[src/rtl/csgdr_pkg.sv]
package csgdr_pkg;

  localparam int LANE_W = 5;

  typedef enum logic {
    MAP_LOW  = 1'b0,
    MAP_HIGH = 1'b1
  } pin_map_e;

  // zero-based bit indexes of the six control lanes
  typedef struct packed {
    logic [LANE_W-1:0] cs0;
    logic [LANE_W-1:0] cs1;
    logic [LANE_W-1:0] cke0;
    logic [LANE_W-1:0] cke1;
    logic [LANE_W-1:0] odt0;
    logic [LANE_W-1:0] odt1;
  } lane_set_t;

  // control-lane positions for each map (bit = input number - 1)
  function automatic lane_set_t lanes_for(pin_map_e m);
    lane_set_t l;
    if (m == MAP_HIGH) begin
      l.cs0  = LANE_W'(14);
      l.cs1  = LANE_W'(15);
      l.cke0 = LANE_W'(20);
      l.cke1 = LANE_W'(22);
      l.odt0 = LANE_W'(13);
      l.odt1 = LANE_W'(12);
    end else begin
      l.cs0  = LANE_W'(13);
      l.cs1  = LANE_W'(12);
      l.cke0 = LANE_W'(7);
      l.cke1 = LANE_W'(5);
      l.odt0 = LANE_W'(14);
      l.odt1 = LANE_W'(15);
    end
    return l;
  endfunction

  function automatic logic lane_hit(lane_set_t l, logic [LANE_W-1:0] idx);
    return (idx == l.cs0)  || (idx == l.cs1)  ||
           (idx == l.cke0) || (idx == l.cke1) ||
           (idx == l.odt0) || (idx == l.odt1);
  endfunction

  // ordinary outputs freeze only when gating is on and no chip is selected
  function automatic logic freeze_rule(logic gate_en, logic cs0, logic cs1);
    return gate_en & cs0 & cs1;
  endfunction

endpackage

[src/rtl/csgdr_lane_map.sv]
module csgdr_lane_map
  import csgdr_pkg::*;
#(
  parameter int NUM_BITS = 28
) (
  input  logic                map_sel,
  input  logic [NUM_BITS-1:0] d_in,
  output logic [NUM_BITS-1:0] ctrl_mask,
  output logic                cs0_val,
  output logic                cs1_val
);

  lane_set_t lanes;

  always_comb lanes = lanes_for(pin_map_e'(map_sel));

  for (genvar i = 0; i < NUM_BITS; i++) begin : g_mask
    assign ctrl_mask[i] = lane_hit(lanes, LANE_W'(i));
  end

  assign cs0_val = d_in[lanes.cs0];
  assign cs1_val = d_in[lanes.cs1];

endmodule

[src/rtl/csgdr_gate_ctrl.sv]
module csgdr_gate_ctrl
  import csgdr_pkg::*;
(
  input  logic gate_en,
  input  logic cs0_val,
  input  logic cs1_val,
  output logic hold
);

  assign hold = freeze_rule(gate_en, cs0_val, cs1_val);

endmodule

[src/rtl/csgdr_bit_reg.sv]
module csgdr_bit_reg (
  input  logic clk,
  input  logic rst_n,
  input  logic load,
  input  logic d,
  output logic q_a,
  output logic q_b
);

  // two separate flops, one per output copy
  always_ff @(posedge clk or negedge rst_n) begin
    if (!rst_n) begin
      q_a <= 1'b0;
    end else if (load) begin
      q_a <= d;
    end
  end

  always_ff @(posedge clk or negedge rst_n) begin
    if (!rst_n) begin
      q_b <= 1'b0;
    end else if (load) begin
      q_b <= d;
    end
  end

endmodule

[src/rtl/csgate_dup_reg.sv]
module csgate_dup_reg #(
  parameter int NUM_BITS = 28
) (
  input  logic                clk,
  input  logic                rst_n,
  input  logic                map_sel,
  input  logic                gate_en,
  input  logic [NUM_BITS-1:0] d_in,
  output logic [NUM_BITS-1:0] q_a,
  output logic [NUM_BITS-1:0] q_b
);

  logic [NUM_BITS-1:0] ctrl_mask_w;
  logic                cs0_w;
  logic                cs1_w;
  logic                hold_w;
  logic [NUM_BITS-1:0] load_w;

  csgdr_lane_map #(.NUM_BITS(NUM_BITS)) u_map (
    .map_sel   (map_sel),
    .d_in      (d_in),
    .ctrl_mask (ctrl_mask_w),
    .cs0_val   (cs0_w),
    .cs1_val   (cs1_w)
  );

  csgdr_gate_ctrl u_gate (
    .gate_en (gate_en),
    .cs0_val (cs0_w),
    .cs1_val (cs1_w),
    .hold    (hold_w)
  );

  // control lanes always load; ordinary lanes load unless held
  assign load_w = ctrl_mask_w | {NUM_BITS{~hold_w}};

  for (genvar i = 0; i < NUM_BITS; i++) begin : g_bit
    csgdr_bit_reg u_bit (
      .clk   (clk),
      .rst_n (rst_n),
      .load  (load_w[i]),
      .d     (d_in[i]),
      .q_a   (q_a[i]),
      .q_b   (q_b[i])
    );
  end

endmodule

[config.mk]
export PLATFORM = sky130hd
export DESIGN_NAME = csgate_dup_reg
export DESIGN_NICKNAME = d
export VERILOG_FILES = /design/src/rtl/csgdr_pkg.sv /design/src/rtl/csgdr_lane_map.sv /design/src/rtl/csgdr_gate_ctrl.sv /design/src/rtl/csgdr_bit_reg.sv /design/src/rtl/csgate_dup_reg.sv
export SDC_FILE = /design/constraint.sdc
export NUM_CORES = 1
export LEC_CHECK = 0
export BUFFER_PORTS_ARGS = -buffer_cell sky130_fd_sc_hd__buf_4
export CAP_MARGIN = 15
export CORE_AREA = 2 2 68 70
export DETAILED_ROUTE_END_ITERATION = 16
export DIE_AREA = 0 0 70 72
export GPL_TIMING_DRIVEN = 0
export PLACE_DENSITY = 0.65
export SLEW_MARGIN = 10
export SYNTH_ARGS = -nofsm -noshare
export SYNTH_HDL_FRONTEND = slang
export SYNTH_SLANG_ARGS = --single-unit
[constraint.sdc]
create_clock -name clk -period 2.2 [get_ports clk]
set_input_delay 0.33 -clock clk [delete_from_list [all_inputs] [get_ports clk]]
set_output_delay 0.33 -clock clk [all_outputs]
set_load 0.005 [all_outputs]
==> impl_metrics.py, run 1 <==
metrics = {
    "run_status": {
        "status": "completed",
    },
    "floorplan": {
        "initial_utilization_pct": 34.2,
        "rows": 24,
        "fp.dieArea_um2": 5040,
        "die_x_um": 70,
        "pin_count": 88,
        "core_area_um2": 4260,
        "die_h_um": 72,
    },
    "critical_path": {
        "end_kind": "output pin",
        "critPathSlowestCell": "dfrtp_1",
        "crit_path_max_incr_delay_ns": 0.42,
        "worst-setup-path-type": "reg -> out",
        "path_common_cell": "buf_4",
        "start_kind": "flip-flop",
        "rr_worst_depth": 1,
        "arrival_ns": 0.95,
        "worstPathCellList": "buf_4 > buf_4",
        "required_ns": 1.87,
        "timing.critical_path.fanout_max": 3,
    },
    "routing": {
        "ant_nets": 0,
        "drt_pass1_iterations": 2,
        "routedWlPerCell_um": 12.2,
        "drt_iter0_drc": 22,
        "num_vias": 1017,
        "viasPerCell": 3.96,
        "wirelength_mm": 3.13,
        "drcViolationCount": 0,
    },
    "timing": {
        "drv_slew": 0,
        "skew_ns": 0,
        "finalHoldViolCount": 0,
        "tightest_slew_ns": 0.358,
        "final.setup.tns_ns": 0,
        "rsz0062_at_grt": "false",
        "period_minus_slack_ns": 1.28,
        "fin_crit_sh_pct": 58.1,
        "relSlewSlack_pct": 76.2,
        "setup_violations": 0,
        "fmax_mhz": 783,
    },
    "global_route": {
        "grt_max_degree": 29,
        "gr-total-overflow": 0,
        "grtUsageTotal_pct": 12.1,
        "antenna_found_initial": 0,
        "grt_pass1_vias": 1052,
        "grt_pass1_wl_mm": 4.73,
    },
    "synth": {
        "synth_cells": 113,
        "avgSynthCellArea_um2": 12.9,
        "yosys.cell_count.top_type": "buf_4",
        "synth_area_leader_cell": "dfrtp_1",
        "synth-seq-cells": 28,
        "syn-num-nets": 145,
        "synthFlopType": "dfrtp_1",
        "ys_types": 7,
        "synthArstFlopShare_pct": 100,
        "yosys-top-cells-area": "dfrtp_1, buf_4, mux2_2",
        "synth-edff-count": 0,
        "post-synth-top-area-fraction_pct": 48.1,
        "synth_commonest_cells": "buf_4, dfrtp_1, mux2_2",
        "ys_warn_count": 0,
        "ys_seq_area_share_pct": 48.1,
        "synth_area_um2": 1460,
    },
    "min_path": {
        "hold_depth": 1,
        "min_path_type": "in -> reg",
    },
    "clocking": {
        "cts_sinks": 28,
        "cts_buffers": 3,
        "clk_pin_slew_worst_paths_ns": 0.09,
        "cts.path.max_buffers": 2,
        "clockRootBuffer": "clkbuf_8",
        "cts_resized": 0,
        "htree_levels": 1,
        "tritoncts": "yes",
        "clk_latency_ns": 0.27,
    },
    "power_and_ir_drop": {
        "power_leakage_uw": 0.00118,
        "irDropWorstVdd_uv": 227,
        "power_uw": 1230,
        "power_density_nw_per_um2": 551,
    },
    "finish": {
        "area_growth_syn_to_layout_pct": 53.8,
        "multi_input_area_um2": 313,
        "regArea_um2": 701,
        "nets": 238,
        "final.fill_count": 381,
        "antenna_cells": 0,
        "drive_gt1_share_pct": 85.9,
    },
    "place": {
        "port-buffer-count": 87,
        "gp_routability_congestion": 0.704,
    },
    "job": {
        "maxCapViolCount": 0,
    },
}
[cell families (layout without fill, tap and decap cells)]
kind of cell           after synthesis  after routing  synth area share (%)
buffers and inverters               58            150                  30.4
DFF                                 28             28                  48.1
muxes                               24             24                  18.6
and+or+nand+nor                      3              3                  2.92
[what timing repair did]
action | in CTS | in global routing
endpoints found under the hold margin | 28 | 0
buffers inserted | 0 | 0
hold buffers | 1 | 0
[cells in the final DEF (no fill, tap or decap), drive strengths merged]
master / count
mux2: 24
nand4: 1
nand4b: 1
dfrtp: 28
dlygate4sd3: 1
clkbuf: 4
buf: 145
nand2: 1
[critical path, delay by kind of cell (launching register included)]
| kind | cells | cell delay (ns) |
|---|---|---|
| buffers and inverters | 2 | 0.26 |
| DFF | 1 | 0.42 |
[metrics by stage]
| step | hold WS (ns) | setup WS (ns) | cells | instance area [um^2] | util, % |
|---|---|---|---|---|---|
| after global placement | 0.269 | 0.834 | 252 | 2170 | 51.0 |
| after CTS | 0.167 | 0.907 | 257 | 2240 | 52.5 |
| after detailed placement | 0.274 | 0.804 | 252 | 2170 | 51.0 |
| after global routing | 0.159 | 0.874 | 257 | 2240 | 52.5 |
| final | 0.175 | 0.923 | 257 | 2240 | 52.5 |
| after floorplan | 0.0344 | 1.04 | 113 | 1460 | - |
[path summary, 6_finish.rpt]
check	to	startpoint	slack (ns)
worst max-delay path	q_b[21]	g_bit[21].u_bit.q_a	0.92
worst min-delay path	g_bit[14].u_bit.q_a	d_in[14]	0.18
worst min register to register	g_bit[8].u_bit.q_a	g_bit[8].u_bit.q_a	0.54
worst max register to register	g_bit[21].u_bit.q_a	g_bit[21].u_bit.q_a	1.41
min in group asynchronous	g_bit[7].u_bit.q_a	rst_n	0.50
max in group asynchronous	g_bit[25].u_bit.q_a	rst_n	1.43
[power by group]
group | total (uW) | internal [uW] | switching [uW]
Combinational | 336 | 243 | 92.8
Sequential | 579 | 552 | 27.8
Clock | 318 | 160 | 158
Total | 1230 | 954 | 279
[area by class of cell]
type                    instances  share of cell area [%]
plain buffers                  58                    19.8
flip-flops and latches         28                    31.3
clock buffers                   4                    2.46
repair buffers                 88                    29.6
well taps                      52                    2.91
multi-input cells              27                    14.0
[flip-flops by register name (all words and copies together), names as in the netlist]
signal,count
g_bit.u_bit.q_a,27
g_bit.u_bit.q_b,1
[per-layer routing]
layer,part of all wire [%],global-route usage [%],vias up
li1,-,-,498
met1,36,12.7,468
met2,55,23.6,47
met3,7.9,2.92,4
met4,1.1,4.06,0
met5,0,0,-
Note: power is estimated with default switching activity, not from simulation.
==> run 2, diff against run 1 <==
--- a/config.mk
+++ b/config.mk
@@ -5,13 +5,13 @@
 export SDC_FILE = /design/constraint.sdc
 export NUM_CORES = 1
 export LEC_CHECK = 0
+export ABC_AREA = 1
 export BUFFER_PORTS_ARGS = -buffer_cell sky130_fd_sc_hd__buf_4
 export CAP_MARGIN = 15
-export CORE_AREA = 2 2 68 70
+export CORE_AREA = 2 2 70 72
 export DETAILED_ROUTE_END_ITERATION = 16
-export DIE_AREA = 0 0 70 72
+export DIE_AREA = 0 0 72 74
 export GPL_TIMING_DRIVEN = 0
-export PLACE_DENSITY = 0.65
 export SLEW_MARGIN = 10
 export SYNTH_ARGS = -nofsm -noshare
 export SYNTH_HDL_FRONTEND = slang
==> constraint.sdc (replaced) <==
create_clock -name clk -period 1.3 [get_ports clk]
set_input_delay 0.195 -clock clk [delete_from_list [all_inputs] [get_ports clk]]
set_output_delay 0.195 -clock clk [all_outputs]
set_load 0.005 [all_outputs]
==> run 2 against run 1 <==
Setup slack worse by 0.78 ns. Sequential power up 71%. Cell area up 3.7%. Area after synthesis up 5.0%. Utilization down 2.0 points. Flip-flop and latch count unchanged. Clock skew unchanged. Register-to-register slack worse by 0.78 ns. Global-route usage up 1.1 points.
==> impl_metrics.py, run 2 <==
metrics = {
    "routing": {
        "wl_met3_um": 293,
        "top_layer": "met4",
        "drt-met1-wl_mm": 1.38,
        "viasPerCell": 4.12,
        "drcViolationCount": 0,
        "num_vias": 1299,
        "ant_nets": 0,
        "drt_pass1_iterations": 4,
        "wirelength_mm": 3.30,
        "met2_length_mm": 1.60,
        "drt_iter0_drc": 57,
        "routedWlPerCell_um": 10.5,
    },
    "critical_path": {
        "end_kind": "output pin",
        "arrival_ns": 0.96,
        "worst-setup-path-type": "reg -> out",
        "start_kind": "flip-flop",
        "timing.critical_path.fanout_max": 3,
        "required_ns": 1.11,
        "rr_worst_depth": 2,
    },
    "timing": {
        "drv_slew": 0,
        "skew_ns": 0,
        "period_minus_slack_ns": 1.15,
        "setup_violations": 0,
        "fmax_mhz": 867,
        "rsz0062_at_grt": "false",
        "relSlewSlack_pct": 75.9,
        "finalHoldViolCount": 0,
        "final.setup.tns_ns": 0,
        "tightest_slew_ns": 0.361,
        "fin_crit_sh_pct": 88.7,
    },
    "global_route": {
        "grt_pass1_wl_mm": 5.49,
        "grt_pass1_vias": 1136,
        "antenna_found_initial": 0,
        "grt_max_degree": 29,
        "gr-total-overflow": 0,
        "grtUsageTotal_pct": 13.2,
    },
    "power_and_ir_drop": {
        "power_uw": 2270,
        "p_clk_share_pct": 29.9,
        "irDropWorstVdd_uv": 552,
        "p_int_uw": 1750,
        "power_density_nw_per_um2": 977,
        "power_leakage_uw": 0.00131,
        "pwr-share-comb_pct": 26.5,
        "p_seq_share_pct": 43.5,
        "switching_share_pct": 22.7,
        "p_sw_uw": 517,
    },
    "clocking": {
        "cts_buffers": 3,
        "htree_levels": 1,
        "tritoncts": "yes",
        "clk_pin_slew_worst_paths_ns": 0.10,
        "cts.path.max_buffers": 2,
        "cts_sinks": 28,
        "cts_resized": 0,
        "clk_latency_ns": 0.27,
        "clockRootBuffer": "clkbuf_8",
    },
    "finish": {
        "final_cell_mix": "buf_4, nand2_1, dfrtp_1, nand3_1",
        "drive_gt1_share_pct": 60.5,
        "area_growth_syn_to_layout_pct": 52.0,
        "antenna_cells": 0,
        "reg_top3": "g_bit.u_bit.q_a (27), g_bit.u_bit.q_b (1)",
        "largest_reg_flops": 27,
        "nets": 294,
        "regMostFlops": "g_bit.u_bit.q_a",
        "mostFrequentLayoutCell": "buf_4",
    },
    "synth": {
        "synth_area_leader_cell": "dfrtp_1",
        "synthFlopType": "dfrtp_1",
        "avgSynthCellArea_um2": 8.99,
        "synth_area_um2": 1530,
        "ys_warn_count": 0,
        "yosys-top-cells-area": "dfrtp_1, buf_4, nand2_1",
        "synth_cells": 170,
        "synth-seq-cells": 28,
        "synthArstFlopShare_pct": 100,
        "post-synth-top-area-fraction_pct": 45.8,
        "ys_types": 14,
        "synth_commonest_cells": "buf_4, nand2_1, dfrtp_1",
        "ys_seq_area_share_pct": 45.8,
        "yosys.cell_count.top_type": "buf_4",
        "synth-edff-count": 0,
        "syn-num-nets": 202,
    },
    "floorplan": {
        "pin_count": 88,
        "core_area_um2": 4600,
        "fp.dieArea_um2": 5330,
        "die_h_um": 74,
        "die_x_um": 72,
        "initial_utilization_pct": 33.3,
        "rows": 25,
    },
    "place": {
        "port-buffer-count": 86,
        "dpl.hpwl_mm": 2.58,
        "gp_routability_congestion": 0.708,
    },
    "min_path": {
        "hold_depth": 1,
        "min_path_type": "in -> reg",
    },
    "job": {
        "maxCapViolCount": 0,
    },
    "run_status": {
        "status": "completed",
    },
}
run 2: cell families (layout without fill, tap and decap cells):
| logic type | after synthesis | after routing | share of synthesized area (%) |
|---|---|---|---|
| AOI/OAI and AO/OA | 2 | 2 | 0.654 |
| and+or+nand+nor | 74 | 74 | 21.9 |
| DFF | 28 | 28 | 45.8 |
| buffers and inverters | 66 | 157 | 31.7 |
run 2: timing repair:
action | in CTS | in global routing
endpoints found under the hold margin | 28 | 0
setup buffers | 0 | 0
hold buffers | 1 | 0
run 2: power groups by stage:
stage / combinational [uW] / sequential [uW] / clock (uW)
after floorplan: 301 / 991 / 0
final: 603 / 989 / 679
after CTS: 616 / 990 / 709
after global routing: 661 / 1000 / 752
after global placement: 603 / 1000 / 0
after detailed placement: 612 / 1010 / 0
run 2: worst paths after layout:
check / slack (ns) / startpoint / to
max: 0.15 / g_bit[1].u_bit.q_a / q_b[1]
min: 0.03 / d_in[12] / g_bit[12].u_bit.q_a
max reg2reg: 0.63 / g_bit[19].u_bit.q_a / g_bit[19].u_bit.q_a
min reg2reg: 0.55 / g_bit[23].u_bit.q_a / g_bit[23].u_bit.q_a
max in group asynchronous: 0.64 / rst_n / g_bit[0].u_bit.q_a
min in group asynchronous: 0.37 / rst_n / g_bit[14].u_bit.q_a
run 2: cell type report:
type	count	area [um^2]
buffer	63	473
clock buffer	3	41.3
inverter	3	11.3
fill	476	2270
multi-input combinational	76	344
sequential	28	701
clock inverter	1	30.0
tap	54	67.6
timing repair buffer	87	656
run 2: metal layers:
layer	global-route usage, %	vias up
li1	-	657
met1	17.7	591
met2	21.4	49
met3	4.20	2
met4	2.52	0
met5	0	-
run 2: metrics by stage:
| step | cell area [um^2] | worst slack [ns] | instances | hold WS [ns] | utilization (%) |
|---|---|---|---|---|---|
| final | 2320 | 0.147 | 315 | 0.0331 | 50.5 |
| after global routing | 2320 | 0.0879 | 315 | 0.0151 | 50.5 |
| after CTS | 2320 | 0.134 | 315 | 0.0236 | 50.5 |
| after detailed placement | 2240 | 0.288 | 310 | 0.139 | 48.8 |
| after global placement | 2240 | 0.299 | 310 | 0.141 | 48.8 |
| after floorplan | 1530 | 0.500 | 170 | -0.101 | - |
run 2: critical path, cell delays in order (launching register included):
cell and delay [ns]:
dfrtp_1 0.42, buf_4 0.14, buf_4 0.12
==> run 3, diff against run 2 <==
--- a/config.mk
+++ b/config.mk
@@ -6,11 +6,11 @@
 export NUM_CORES = 1
 export LEC_CHECK = 0
 export ABC_AREA = 1
-export BUFFER_PORTS_ARGS = -buffer_cell sky130_fd_sc_hd__buf_4
 export CAP_MARGIN = 15
 export CORE_AREA = 2 2 70 72
 export DETAILED_ROUTE_END_ITERATION = 16
 export DIE_AREA = 0 0 72 74
+export DONT_BUFFER_PORTS = 1
 export GPL_TIMING_DRIVEN = 0
 export SLEW_MARGIN = 10
 export SYNTH_ARGS = -nofsm -noshare
==> run 3 against run 2 <==
Cell area fell by 25%. Clock skew did not move. Global-route usage fell by 2.3 points. First-iteration DRC count fell by 40%. Hold slack got worse by 0.011 ns. Combinational power fell by 39%. Wire length fell by 11%. Fmax rose by 12%. Utilization fell by 13 points. Cell count fell by 26%. Critical path depth fell by 1. Critical path type unchanged. Largest power group unchanged.
==> impl_metrics.py, run 3 (synthesis gave the netlist of run 2 again) <==
metrics = {
    "critical_path": {
        "r2r_slack_ns": 0.64,
        "crit_family": "flip-flops",
        "r2r-start": "g_bit[19].u_bit.q_a",
        "required_ns": 1.11,
        "crit_path_max_incr_delay_ns": 0.42,
        "timing.rr.end": "g_bit[19].u_bit.q_a",
        "timing.critical_path.fanout_max": 3,
        "critPathBufInv": 1,
        "worstPathCellList": "buf_4",
        "end_kind": "output pin",
        "critPathSlowestCell": "dfrtp_1",
        "rr_worst_depth": 2,
        "critPathLaunch": "g_bit[16].u_bit.q_a",
        "arrival_ns": 0.84,
        "worst-path-stages": 1,
        "worst-setup-path-type": "reg -> out",
        "start_kind": "flip-flop",
        "cp-endpoint": "q_a[16]",
    },
    "floorplan": {
        "die_x_um": 72,
        "rows": 25,
        "initial_utilization_pct": 33.3,
        "fp.dieArea_um2": 5330,
        "pin_count": 88,
        "core_area_um2": 4600,
        "die_h_um": 74,
    },
    "power_and_ir_drop": {
        "p_sw_uw": 479,
        "switching_share_pct": 23.5,
        "p_seq_share_pct": 48.3,
        "power_leakage_uw": 0.000924,
        "power_density_nw_per_um2": 1170,
        "irDropWorstVdd_uv": 355,
        "p_clk_share_pct": 33.7,
        "pwr-share-comb_pct": 18.0,
        "p_int_uw": 1560,
    },
    "clocking": {
        "clockRootBuffer": "clkbuf_8",
        "tritoncts": "yes",
        "cts.path.max_buffers": 2,
        "cts_sinks": 28,
        "htree_levels": 1,
        "clk_pin_slew_worst_paths_ns": 0.10,
        "clk_latency_ns": 0.27,
        "post_cts_buffers": 0,
        "cts_resized": 0,
        "cts_buffers": 3,
    },
    "timing": {
        "period_minus_slack_ns": 1.03,
        "finalHoldViolCount": 0,
        "skew_ns": 0,
        "drv_slew": 0,
        "final.setup.tns_ns": 0,
        "fmax_mhz": 970,
        "setup_violations": 0,
        "tightest_slew_ns": 0.206,
        "whs_ns": 0.0217,
        "fin_crit_sh_pct": 79.3,
        "relSlewSlack_pct": 86.3,
        "rsz0062_at_grt": "false",
    },
    "finish": {
        "area_growth_syn_to_layout_pct": 13.7,
        "drive_gt1_share_pct": 40.6,
        "final_cell_mix": "buf_4, nand2_1, dfrtp_1, nand3_1, dlygate4sd3_1",
        "reg_top3": "g_bit.u_bit.q_a (27), g_bit.u_bit.q_b (1)",
        "mostFrequentLayoutCell": "buf_4",
        "regMostFlops": "g_bit.u_bit.q_a",
        "fin_area_um2": 1740,
        "final.fill_count": 463,
        "antenna_cells": 0,
        "utilization_pct": 37.8,
        "nets": 213,
        "largest_reg_flops": 27,
    },
    "run_status": {
        "status": "completed",
    },
    "routing": {
        "drt_iter0_drc": 34,
        "routedWlPerCell_um": 12.6,
        "drt_pass1_iterations": 3,
        "viasPerCell": 4.35,
        "drcViolationCount": 0,
        "num_vias": 1019,
        "wirelength_mm": 2.96,
        "ant_nets": 0,
    },
    "place": {
        "port-buffer-count": 0,
        "dpl.hpwl_mm": 2.16,
        "placed_area_um2": 1600,
        "gp_routability_congestion": 0.691,
    },
    "global_route": {
        "grt_pass1_vias": 878,
        "grt_pass1_wl_mm": 4.42,
        "grt_use_met3_pct": 2.57,
        "gr-usage-met1_pct": 15.0,
        "antenna_found_initial": 0,
        "use_met2_pct": 16.8,
        "grtUsageTotal_pct": 10.9,
        "gr-total-overflow": 0,
        "grt_max_degree": 29,
        "top_usage_layer": "met2",
    },
    "min_path": {
        "hold_depth": 2,
        "min_path_type": "in -> reg",
    },
    "job": {
        "maxCapViolCount": 0,
    },
}
## run 3: per-stage QoR
step | setup slack, ns | power, uW | cells
after floorplan | 0.500 | 1290 | 170
after global placement | 0.425 | 1340 | 224
after detailed placement | 0.404 | 1340 | 224
after CTS | 0.240 | 2090 | 234
after global routing | 0.214 | 2160 | 234
final | 0.269 | 2040 | 234
## run 3: area by class of cell
| type | count | area [um^2] | area share, % |
|---|---|---|---|
| sequential | 28 | 701 | 40.3 |
| buffer | 63 | 473 | 27.2 |
| multi-input combinational | 76 | 344 | 19.8 |
| timing repair buffer | 6 | 70.1 | 4.03 |
| tap | 54 | 67.6 | 3.89 |
| clock buffer | 3 | 41.3 | 2.38 |
| clock inverter | 1 | 30.0 | 1.73 |
| inverter | 3 | 11.3 | 0.648 |
## run 3: power groups by stage
| stage | Combinational (uW) | Sequential [uW] | Clock, uW |
|---|---|---|---|
| 2_1_floorplan | 301 | 991 | 0 |
| 3_3_place_gp | 334 | 1000 | 0 |
| 3_5_place_dp | 338 | 1010 | 0 |
| 4_1_cts | 377 | 988 | 725 |
| 5_1_grt | 411 | 998 | 756 |
| 6_report | 368 | 986 | 687 |
## run 3: worst min-delay path by stage
| stage | startpoint | end | slack, ns |
|---|---|---|---|
| floorplan | rst_n | g_bit[0].u_bit.q_a | -0.10 |
| global placement | rst_n | g_bit[13].u_bit.q_a | -0.1 |
| detailed placement | rst_n | g_bit[13].u_bit.q_a | -0.1 |
| CTS | d_in[8] | g_bit[8].u_bit.q_a | 0.01 |
| global route | d_in[24] | g_bit[24].u_bit.q_a | 0.007 |
| finish | d_in[8] | g_bit[8].u_bit.q_a | 0.02 |
## run 3: what timing repair did
item	4_1_cts	5_1_grt
hold buffers	6	0
endpoints found under the hold margin	32	0
setup endpoints to repair	0	0
## run 3: per-layer routing
layer	vias up	part of all wire [%]
met1	475	43
li1	495	-
met5	-	0
met2	47	48
met4	0	0.64
met3	2	7.5
